<file path="config.mk">
export PLATFORM = sky130hd
export DESIGN_NAME = i2c_tmo_supervisor
export DESIGN_NICKNAME = d
export VERILOG_FILES = /design/src/rtl/i2c_tmo_pkg.sv /design/src/rtl/i2c_tmo_cond.sv /design/src/rtl/i2c_tmo_cnt.sv /design/src/rtl/i2c_tmo_supervisor.sv
export SDC_FILE = /design/constraint.sdc
export NUM_CORES = 1
export LEC_CHECK = 0
export BUFFER_PORTS_ARGS = -buffer_cell sky130_fd_sc_hd__buf_4
export CORE_UTILIZATION = 63
export DETAILED_ROUTE_END_ITERATION = 8
export GPL_ROUTABILITY_DRIVEN = 0
export GPL_TIMING_DRIVEN = 0
export HOLD_SLACK_MARGIN = 0.03
export PLACE_DENSITY = 0.84
export SYNTH_ARGS = -nofsm -noshare
export SYNTH_HDL_FRONTEND = slang
export SYNTH_HIERARCHICAL = 1
export SYNTH_SLANG_ARGS = --single-unit
</file>
<file path="constraint.sdc">
create_clock -name clk_i -period 4.29 [get_ports clk_i]
set_clock_uncertainty 0.1 [all_clocks]
set_input_delay 0.6435 -clock clk_i [delete_from_list [all_inputs] [get_ports clk_i]]
set_output_delay 0.6435 -clock clk_i [all_outputs]
set_load 0.05 [all_outputs]
</file>
<file path="src/rtl/i2c_tmo_pkg.sv">
package i2c_tmo_pkg;
  typedef enum logic [1:0] {SPD_OFF, SPD_STD, SPD_FAST} spd_e;

  localparam logic [7:0] MODE_STD_TMO  = 8'h1E;
  localparam logic [7:0] MODE_FAST_TMO = 8'h09;

  localparam int NCNT    = 4;
  localparam int C_PHASE = 0;
  localparam int C_TGT   = 1;
  localparam int C_CTL   = 2;
  localparam int C_STUCK = 3;

  function automatic spd_e decode_mode(logic [7:0] m);
    if (m == MODE_STD_TMO)  return SPD_STD;
    if (m == MODE_FAST_TMO) return SPD_FAST;
    return SPD_OFF;
  endfunction
endpackage

</file>
<file path="src/rtl/i2c_tmo_cond.sv">
// Start/Stop detection from synchronised bus levels
module i2c_tmo_cond (
  input  logic clk_i,
  input  logic rst_ni,
  input  logic scl_i,
  input  logic sda_i,
  output logic start_o,
  output logic stop_o
);
  logic scl_q, sda_q;

  always_ff @(posedge clk_i or negedge rst_ni) begin
    if (!rst_ni) begin
      scl_q <= 1'b1;
      sda_q <= 1'b1;
    end else begin
      scl_q <= scl_i;
      sda_q <= sda_i;
    end
  end

  assign start_o = scl_i & scl_q & sda_q & ~sda_i;
  assign stop_o  = scl_i & scl_q & ~sda_q & sda_i;
endmodule

</file>
<file path="src/rtl/i2c_tmo_cnt.sv">
// Tick counter with clear priority and runtime limit
module i2c_tmo_cnt #(
  parameter int CW = 11
) (
  input  logic          clk_i,
  input  logic          rst_ni,
  input  logic          clr_i,
  input  logic          inc_i,
  input  logic [CW-1:0] lim_i,
  output logic          hit_o
);
  logic [CW-1:0] cnt_q;
  logic [CW:0]   cnt_nx;

  assign cnt_nx = {1'b0, cnt_q} + 1'b1;
  // >= keeps a limit reachable if a runtime limit drops below the count
  assign hit_o  = inc_i && (lim_i != '0) && (cnt_nx >= {1'b0, lim_i});

  always_ff @(posedge clk_i or negedge rst_ni) begin
    if (!rst_ni)                cnt_q <= '0;
    else if (clr_i)             cnt_q <= '0;
    else if (inc_i && !cnt_nx[CW]) cnt_q <= cnt_nx[CW-1:0];
  end
endmodule

</file>
<file path="src/rtl/i2c_tmo_supervisor.sv">
module i2c_tmo_supervisor
  import i2c_tmo_pkg::*;
#(
  parameter int LIM_STD   = 30,
  parameter int LIM_FAST  = 10,
  parameter int BUD_TGT   = 25,
  parameter int BUD_CTL   = 10,
  parameter int LIM_STUCK = 2000
) (
  input  logic       clk_i,
  input  logic       rst_ni,
  input  logic       scl_i,
  input  logic       sda_i,
  input  logic       tgt_stretch_i,
  input  logic [7:0] mode_i,
  input  logic       tick_i,
  output logic       if_rst_o
);
  localparam int LMAX1 = (LIM_STD > LIM_FAST) ? LIM_STD : LIM_FAST;
  localparam int LMAX2 = (BUD_TGT > BUD_CTL) ? BUD_TGT : BUD_CTL;
  localparam int LMAX3 = (LMAX1 > LMAX2) ? LMAX1 : LMAX2;
  localparam int LMAX  = (LMAX3 > LIM_STUCK) ? LMAX3 : LIM_STUCK;
  localparam int CW    = $clog2(LMAX + 1);

  spd_e          spd;
  logic          start, stop;
  logic          armed_q, pulse_q;
  logic          tick_low, fire, xact_clr;
  logic [NCNT-1:0] inc, clr, hit;
  logic [CW-1:0] lim [NCNT];

  assign spd = decode_mode(mode_i);

  i2c_tmo_cond u_cond (
    .clk_i  (clk_i),
    .rst_ni (rst_ni),
    .scl_i  (scl_i),
    .sda_i  (sda_i),
    .start_o(start),
    .stop_o (stop)
  );

  assign tick_low = tick_i & ~scl_i & armed_q;
  assign xact_clr = start | stop;

  always_comb begin
    inc[C_PHASE] = tick_low & (spd != SPD_OFF);
    inc[C_TGT]   = tick_low & (spd == SPD_STD) & tgt_stretch_i;
    inc[C_CTL]   = tick_low & (spd == SPD_STD) & ~tgt_stretch_i;
    inc[C_STUCK] = tick_low;

    clr[C_PHASE] = scl_i | fire;
    clr[C_TGT]   = xact_clr | fire;
    clr[C_CTL]   = xact_clr | fire;
    clr[C_STUCK] = scl_i | fire;

    lim[C_PHASE] = (spd == SPD_FAST) ? CW'(LIM_FAST) : CW'(LIM_STD);
    lim[C_TGT]   = CW'(BUD_TGT);
    lim[C_CTL]   = CW'(BUD_CTL);
    lim[C_STUCK] = CW'(LIM_STUCK);
  end

  for (genvar g = 0; g < NCNT; g++) begin : g_cnt
    i2c_tmo_cnt #(.CW(CW)) u_cnt (
      .clk_i (clk_i),
      .rst_ni(rst_ni),
      .clr_i (clr[g]),
      .inc_i (inc[g]),
      .lim_i (lim[g]),
      .hit_o (hit[g])
    );
  end

  assign fire = |hit;

  always_ff @(posedge clk_i or negedge rst_ni) begin
    if (!rst_ni) begin
      armed_q <= 1'b1;
      pulse_q <= 1'b0;
    end else begin
      pulse_q <= fire;
      if (fire)       armed_q <= 1'b0;
      else if (scl_i) armed_q <= 1'b1;
    end
  end

  assign if_rst_o = pulse_q;
endmodule

</file>
==> results.md, run 1 <==
- Total Power: 0.0009336 W
- Register area share after synthesis: 0.2889
- Hold Fails Final Rpt: 0
- Drt total wl: 8625 microns
- Critical path class: register to register
- Synthesis Warnings: 6
- Port buffer count: 14
- Syn Inst Count: between 400 and 500
- CTS resizes: 0
- Max-cap violations: 0
- CP max FO: 10
- Drt wl/cell: 12.85 microns
- Global-route wire length before repair: ~15000 microns
- TritonRoute pass-1 iters: 5
- CTS max path bufs: 2
- Mux share of post-synthesis cell area: 0
- DRC: 0
- Antenna Violating Nets Remaining: 0
- Setup violations, final: 0
- Largest net degree at the start of global routing: 49
- Clock root cell: clkbuf_8
- Slew headroom: 0.3880
- CP top delay family: simple AND/OR/NAND/NOR gates
- Vias/cell: between 5 and 6
- Area grow syn2layout: 15.30%
- Initial Util: 0.6530
- Total CTS buffers: 5
- Initial antenna violation count: 0
- Setup TNS: 0 ns
- Layout cell share with drive strength beyond 1: 0.1010
- CP Depth: 12
- Post-Synth Adder-Cell Area: 0.1440
- Worst vdd ir: 0.0001775 V
- CP Capture Type: register
- Slew Limit Fails: 0
- CTS Hold Bufs: 0
- Largest family of logic cells by synthesized area: simple AND/OR/NAND/NOR gates
- Nets: ~660
- Fin crit share: 0.9381
- Crit path required time: 4.41 ns
- H-tree levels: 2
- Worst r2r path cells: 12
- Slowest library cell on the worst path: or4_4
- Die height: 83.36 microns
- Compound-Gate Fraction of Synth Area: 0.07501
- CTS clk-pin slew, worst paths: 0.09 ns
- Post-CTS setup buffers: 0
- Mean Syn Cell Area: 8.493 sq um
- Core area: approximately 6400 sq um
- CTS tree: yes
- Total track usage: 0.2637
- Ports: 15
- Drt initial violations: 134
- CP arrival: 4.15 ns
- Worst Tran Pin Value: around 0.9 ns
- Synth unique cells: 34
- Clk_lat worst skew: about 0.31 ns
- Startpoint types: register
- Pleak: about 2.5 nW
- RSZ-0062 raised after global routing: false
- P per Cell Area: about 190 nW/um^2
- Synth Area in XOR/XNOR: 0.1428
- Die Area: ~7000 sq um
- Synth Area in Simple Gates: 0.2832
- Clock Sinks: between 40 and 50
- DIE WIDTH: 83.36 microns
- HPWL after DPL: around 6700 microns
- N_diodes: 0
- Grt ovf: 0
- Mapped Area: between 4000 and 5000 sq um
- Run status: complete, no violations
- CP bufs+invs: 1
- Vias: roughly 3600
- Rows: 29
- Worst hold path type: primary input to async pin
- Flops & latches, synth: 48
- Min cycle time layout: 4.025 ns
- CP max stage delay: between 0.5 and 0.6 ns
- Crit path cell chain: ha_1, nand3_1, nor4_1, xor2_1, ha_1, nand3_1, nand2b_1, a41oi_1, or4_4, or3_1, dlygate4sd1_1, nor2_1
- Fmax: ~0.25 GHz
- Number of global-route vias before repair: ~3600
final timing paths:
| path | endpoint | slack, ns | from |
|---|---|---|---|
| worst max-delay path | g_cnt[2].u_cnt/cnt_q[2] | 0.27 | g_cnt[1].u_cnt/cnt_q[0] |
| worst min-delay path | g_cnt[3].u_cnt/cnt_q[2] | 0.25 | rst_ni |
| worst max register to register | g_cnt[2].u_cnt/cnt_q[2] | 0.27 | g_cnt[1].u_cnt/cnt_q[0] |
| worst min register to register | armed_q | 0.40 | armed_q |
| max in group asynchronous | g_cnt[2].u_cnt/cnt_q[0] | 3.43 | rst_ni |
| min in group clk_i | u_cond/sda_q | 0.35 | sda_i |
cells in the mapped netlist:
cell	n	area, sq um
xor2_1	64	560.5
nor2_1	50	187.7
ha_1	48	600.6
nand2_1	48	180.2
dfrtp_1	45	1126
inv_1	42	157.7
nand3_1	32	160.2
a21oi_1	24	120.1
nor4_1	18	112.6
nand3_2	16	160.2
o21ai_0	12	60.06
and3_1	8	50.05
nand2b_1	8	50.05
nand4_1	8	50.05
nor3_1	8	40.04
or2_2	6	37.54
nand3b_1	5	37.54
or4_4	5	56.30
a21o_1	4	30.03
a41oi_1	4	35.03
buf_6	4	45.04
clkbuf_4	4	30.03
dlygate4sd1_1	4	35.03
o22ai_1	4	25.02
o41ai_1	4	35.03
xnor2_1	4	35.03
dfstp_2	3	78.83
and4b_1	2	20.02
conb_1	2	7.510
a211oi_1	1	7.510
nand4b_1	1	8.760
or3_1	1	6.260
or4b_1	1	10.01
or4b_4	1	13.76
final cells by class:
class | count | area (sq um)
Buffer | 12 | 110.1
Clock buffer | 5 | 68.82
Clock inverter | 2 | 60.06
Fill cell | 468 | 1578
Inverter | 42 | 157.7
Multi-Input combinational cell | 471 | 3005
Sequential cell | 48 | 1205
Tap cell | 77 | 96.34
Timing Repair Buffer | 14 | 105.1
cells in the final DEF (no fill, tap or decap), types with 18 or more instances in the layout:
cell type | synthesis | routed
conb_1 | 2 | 84
xor2_1 | 64 | 64
nor2_1 | 50 | 50
nand2_1 | 48 | 48
ha_1 | 48 | 48
dfrtp_1 | 45 | 45
inv_1 | 42 | 42
nand3_1 | 32 | 32
a21oi_1 | 24 | 24
nor4_1 | 18 | 18
stage by stage:
stage	area [sq um]	hold slack, ns	cells	utilization	setup slack [ns]
floorplan	4478	0.2479	573	-	0.7126
global placement	4679	0.3764	664	0.7328	0.3809
detailed placement	4679	0.3917	664	0.7328	0.2678
CTS	4808	0.2625	671	0.7529	0.2506
global route	4808	0.2885	671	0.7529	0.02689
finish	4808	0.2472	671	0.7529	0.2655
where the power goes:
group          leakage (nW)  switching (W)  internal (W)  total [W]
clock network        0.0642       0.000153      0.000230   0.000383
registers             0.659     0.00000302      0.000456   0.000459
logic                  1.82      0.0000572     0.0000347  0.0000918
total                  2.54       0.000214      0.000720   0.000934
layer usage:
layer	GRT usage	wire length (microns)	up-vias	part of all wire
li1	-	-	1829	-
met1	0.3119	3812	1725	0.44
met2	0.4896	4495	66	0.52
met3	0.03877	248	9	0.029
met4	0.07994	70	0	0.0081
met5	0	0	-	0
flip-flops by register name, indices dropped and copies added (netlist names):
register / flops
armed_q: 1
g_cnt.u_cnt/cnt_q: 44
if_rst_o: 1
u_cond/scl_q: 1
u_cond/sda_q: 1
cell families after synthesis:
group,count (synthesis)
xor gates and xnor gates,68
adders and majority gates,48
DFF,48
and+or+nand+nor,218
other,2
buffers and inverters,54
AOI/OAI and AO/OA,53
(Power assumes the default switching activity.)
==> run 2: changes to the inputs <==
--- a/config.mk
+++ b/config.mk
@@ -8,2 +8,3 @@
 export BUFFER_PORTS_ARGS = -buffer_cell sky130_fd_sc_hd__buf_4
+export CORE_MARGIN = 4
 export CORE_UTILIZATION = 63
--- a/constraint.sdc
+++ b/constraint.sdc
@@ -4,2 +4,2 @@
 set_output_delay 0.6435 -clock clk_i [all_outputs]
-set_load 0.05 [all_outputs]
+set_load 0.01 [all_outputs]
==> run 2 against run 1 <==
Effect of this change: critical path depth did not move; clock power down 15%; sequential share of layout area is 0.092 points higher; critical endpoint is now g_cnt[2].u_cnt/cnt_q[1].
==> results.md, run 2 (synthesis results as in run 1) <==
- DIE WIDTH: 89.36 microns (was 83.36 microns)
- H-tree levels: 2 (unchanged)
- CP arrival: 4.15 ns (about the same)
- Placed Instance Area: 4679 sq um (unchanged)
- Most frequent cells in the layout: 84 x conb_1, 64 x xor2_1, 50 x nor2_1 (unchanged)
- Logic pwr share: 0.103 (was 0.098)
- Drt wl/cell: 12.29 microns (was 12.85 microns)
- Area grow syn2layout: 14.88% (was 15.30%)
- TritonRoute pass-1 iters: 4 (was 5)
- Nets: 656 (unchanged)
- Drt initial violations: 128 (was 134)
- CTS max path bufs: 2 (unchanged)
- CTS clk-pin slew, worst paths: 0.09 ns (about the same)
- Crit path required time: 4.42 ns (was 4.41 ns)
- Rows: 29 (unchanged)
- CTS resizes: 0 (unchanged)
- Vias/cell: 5.332 (was 5.408)
- CP Capture Type: register (unchanged)
- Sw frac: 0.2424 (was 0.2287)
- Vias: 3583 (was 3629)
- Largest net degree at the start of global routing: 49 (unchanged)
- CP max stage delay: 0.59 ns (was 0.58 ns)
- Clock root cell: clkbuf_8 (unchanged)
- Run status: complete, no violations (unchanged)
- Clock Power Share: 0.372 (was 0.410)
- Die Area: 7985 sq um (was 6949 sq um)
- Hold Fails Final Rpt: 0 (unchanged)
- Slew headroom: 0.3707 (was 0.3880)
- Initial Util: 0.6530 (unchanged)
- Internal Power: 0.0006628 W (was 0.0007201 W)
- Worst vdd ir: 0.0001660 V (was 0.0001775 V)
- Drt total wl: 8258 microns (was 8625 microns)
- Fin crit share: 0.9380 (was 0.9381)
- Port buffer count: 14 (unchanged)
- Global-route wire length before repair: 14550 microns (was 15220 microns)
- Total Power: 0.0008748 W (was 0.0009336 W)
- CP max FO: 10 (unchanged)
- Finished Cell Area: 4791 sq um (was 4808 sq um)
- Total CTS buffers: 5 (unchanged)
- Ports: 15 (unchanged)
- Fill cells: 479 (was 468)
- Initial antenna violation count: 0 (unchanged)
- Most common cell after layout, fill and taps aside: conb_1 (unchanged)
- Number of flip-flops in the largest register: 44 (unchanged)
- N_diodes: 0 (unchanged)
- Clk_lat worst skew: 0.31 ns (about the same)
- Reg power frac: 0.524 (was 0.492)
- Grt ovf: 0 (unchanged)
- Pleak: 2.534 nW (was 2.544 nW)
- CTS tree: yes (unchanged)
- Critical path class: register to register (unchanged)
- Total track usage: 0.2263 (was 0.2637)
- P per Cell Area: 182.6 nW/um^2 (was 194.2 nW/um^2)
- RSZ-0062 raised after global routing: false (unchanged)
- Min cycle time layout: 4.024 ns (was 4.025 ns)
- Crit path cell chain: ha_1, nand3_1, nor4_1, xor2_1, ha_1, nand3_1, nand2b_1, a41oi_1, or4_4, or3_1, dlygate4sd1_1, a21oi_1 (was ha_1, nand3_1, nor4_1, xor2_1, ha_1, nand3_1, nand2b_1, a41oi_1, or4_4, or3_1, dlygate4sd1_1, nor2_1)
- CTS Hold Bufs: 0 (unchanged)
- Post-CTS setup buffers: 0 (unchanged)
- Clock Sinks: 48 (unchanged)
- Worst Tran Pin Value: 0.9353 ns (was 0.9097 ns)
- Layout cell share with drive strength beyond 1: 0.1025 (was 0.1010)
- Setup TNS: 0 ns (unchanged)
- Setup violations, final: 0 (unchanged)
- Core area: 6386 sq um (unchanged)
- Area of the multi-input gates: 3005 sq um (unchanged)
- DRC: 0 (unchanged)
- Net switching power: 0.0002120 W (was 0.0002135 W)
- Worst hold path type: primary input to async pin (unchanged)
- Register area: 1205 sq um (unchanged)
- Antenna Violating Nets Remaining: 0 (unchanged)
- Die height: 89.36 microns (was 83.36 microns)
- Number of global-route vias before repair: 3476 (was 3628)
- HPWL after DPL: 6460 microns (was 6665 microns)
- Slew Limit Fails: 0 (unchanged)
- Fmax: 0.2485 GHz (about the same)
- Startpoint types: register (unchanged)
- Slowest library cell on the worst path: or4_4 (unchanged)
- Max-cap violations: 0 (unchanged)
- Largest Register: g_cnt.u_cnt/cnt_q (unchanged)
run 2: changes by cell type in the layout (fill, tap and decap cells not counted):
cell / delta
bufinv_16: -1
clkinvlp_4: +1
clkinv_2: +1
run 2: power groups by stage:
stage	sequential, W	combinational [W]	clock, W
6_report	0.000459	0.0000902	0.000326
5_1_grt	0.000459	0.000108	0.000352
4_1_cts	0.000459	0.0000881	0.000336
3_5_place_dp	0.000468	0.0000874	0
3_3_place_gp	0.000468	0.0000835	0
2_1_floorplan	0.000467	0.0000567	0
run 2: routing by layer:
metal | global-route usage | routed length, microns
met2 | 0.4119 | 4206
met1 | 0.2777 | 3698
met5 | 0 | 0
met4 | 0.05683 | 69
met3 | 0.03687 | 283
run 2: path summary, 6_finish.rpt:
| check | startpoint | to | slack (ns) | cells past startpoint |
|---|---|---|---|---|
| max in group asynchronous | rst_ni | g_cnt[2].u_cnt/cnt_q[9] | 3.43 | 1 |
| max | g_cnt[1].u_cnt/cnt_q[0] | g_cnt[2].u_cnt/cnt_q[1] | 0.27 | 12 |
| min in group clk_i | sda_i | u_cond/sda_q | 0.36 | 1 |
| max reg2reg | g_cnt[1].u_cnt/cnt_q[0] | g_cnt[2].u_cnt/cnt_q[1] | 0.27 | 12 |
| min reg2reg | armed_q | armed_q | 0.41 | 2 |
| min | rst_ni | g_cnt[3].u_cnt/cnt_q[5] | 0.24 | 1 |
run 2: layout make-up:
type,count,area share
multi-input cells,471,0.6273
flip-flops and latches,48,0.2515
inverters,42,0.03291
plain buffers,12,0.02298
repair buffers,14,0.02194
well taps,77,0.02011
clock buffers,5,0.01436
clock inverters,3,0.008880
run 2: metrics by stage:
step / instances / hold WS [ns] / utilization / setup slack (ns)
finish: 672 / 0.2407 / 0.7502 / 0.2661
global route: 672 / 0.2856 / 0.7502 / 0.006410
CTS: 672 / 0.2586 / 0.7502 / 0.2563
detailed placement: 664 / 0.3970 / 0.7328 / 0.3030
global placement: 664 / 0.3765 / 0.7328 / 0.3819
floorplan: 573 / 0.2479 / - / 0.7126
run 2: critical path: cells and delay by family (launching register included):
family | cells | cell delay [ns]
AO/OA/AOI/OAI | 2 | 0.34
XOR/XNOR | 1 | 0.23
flip-flops | 1 | 0.44
AND/OR/NAND/NOR | 6 | 1.90
adder cells (fa/ha/maj) | 2 | 0.55
buffers and inverters | 1 | 0.39
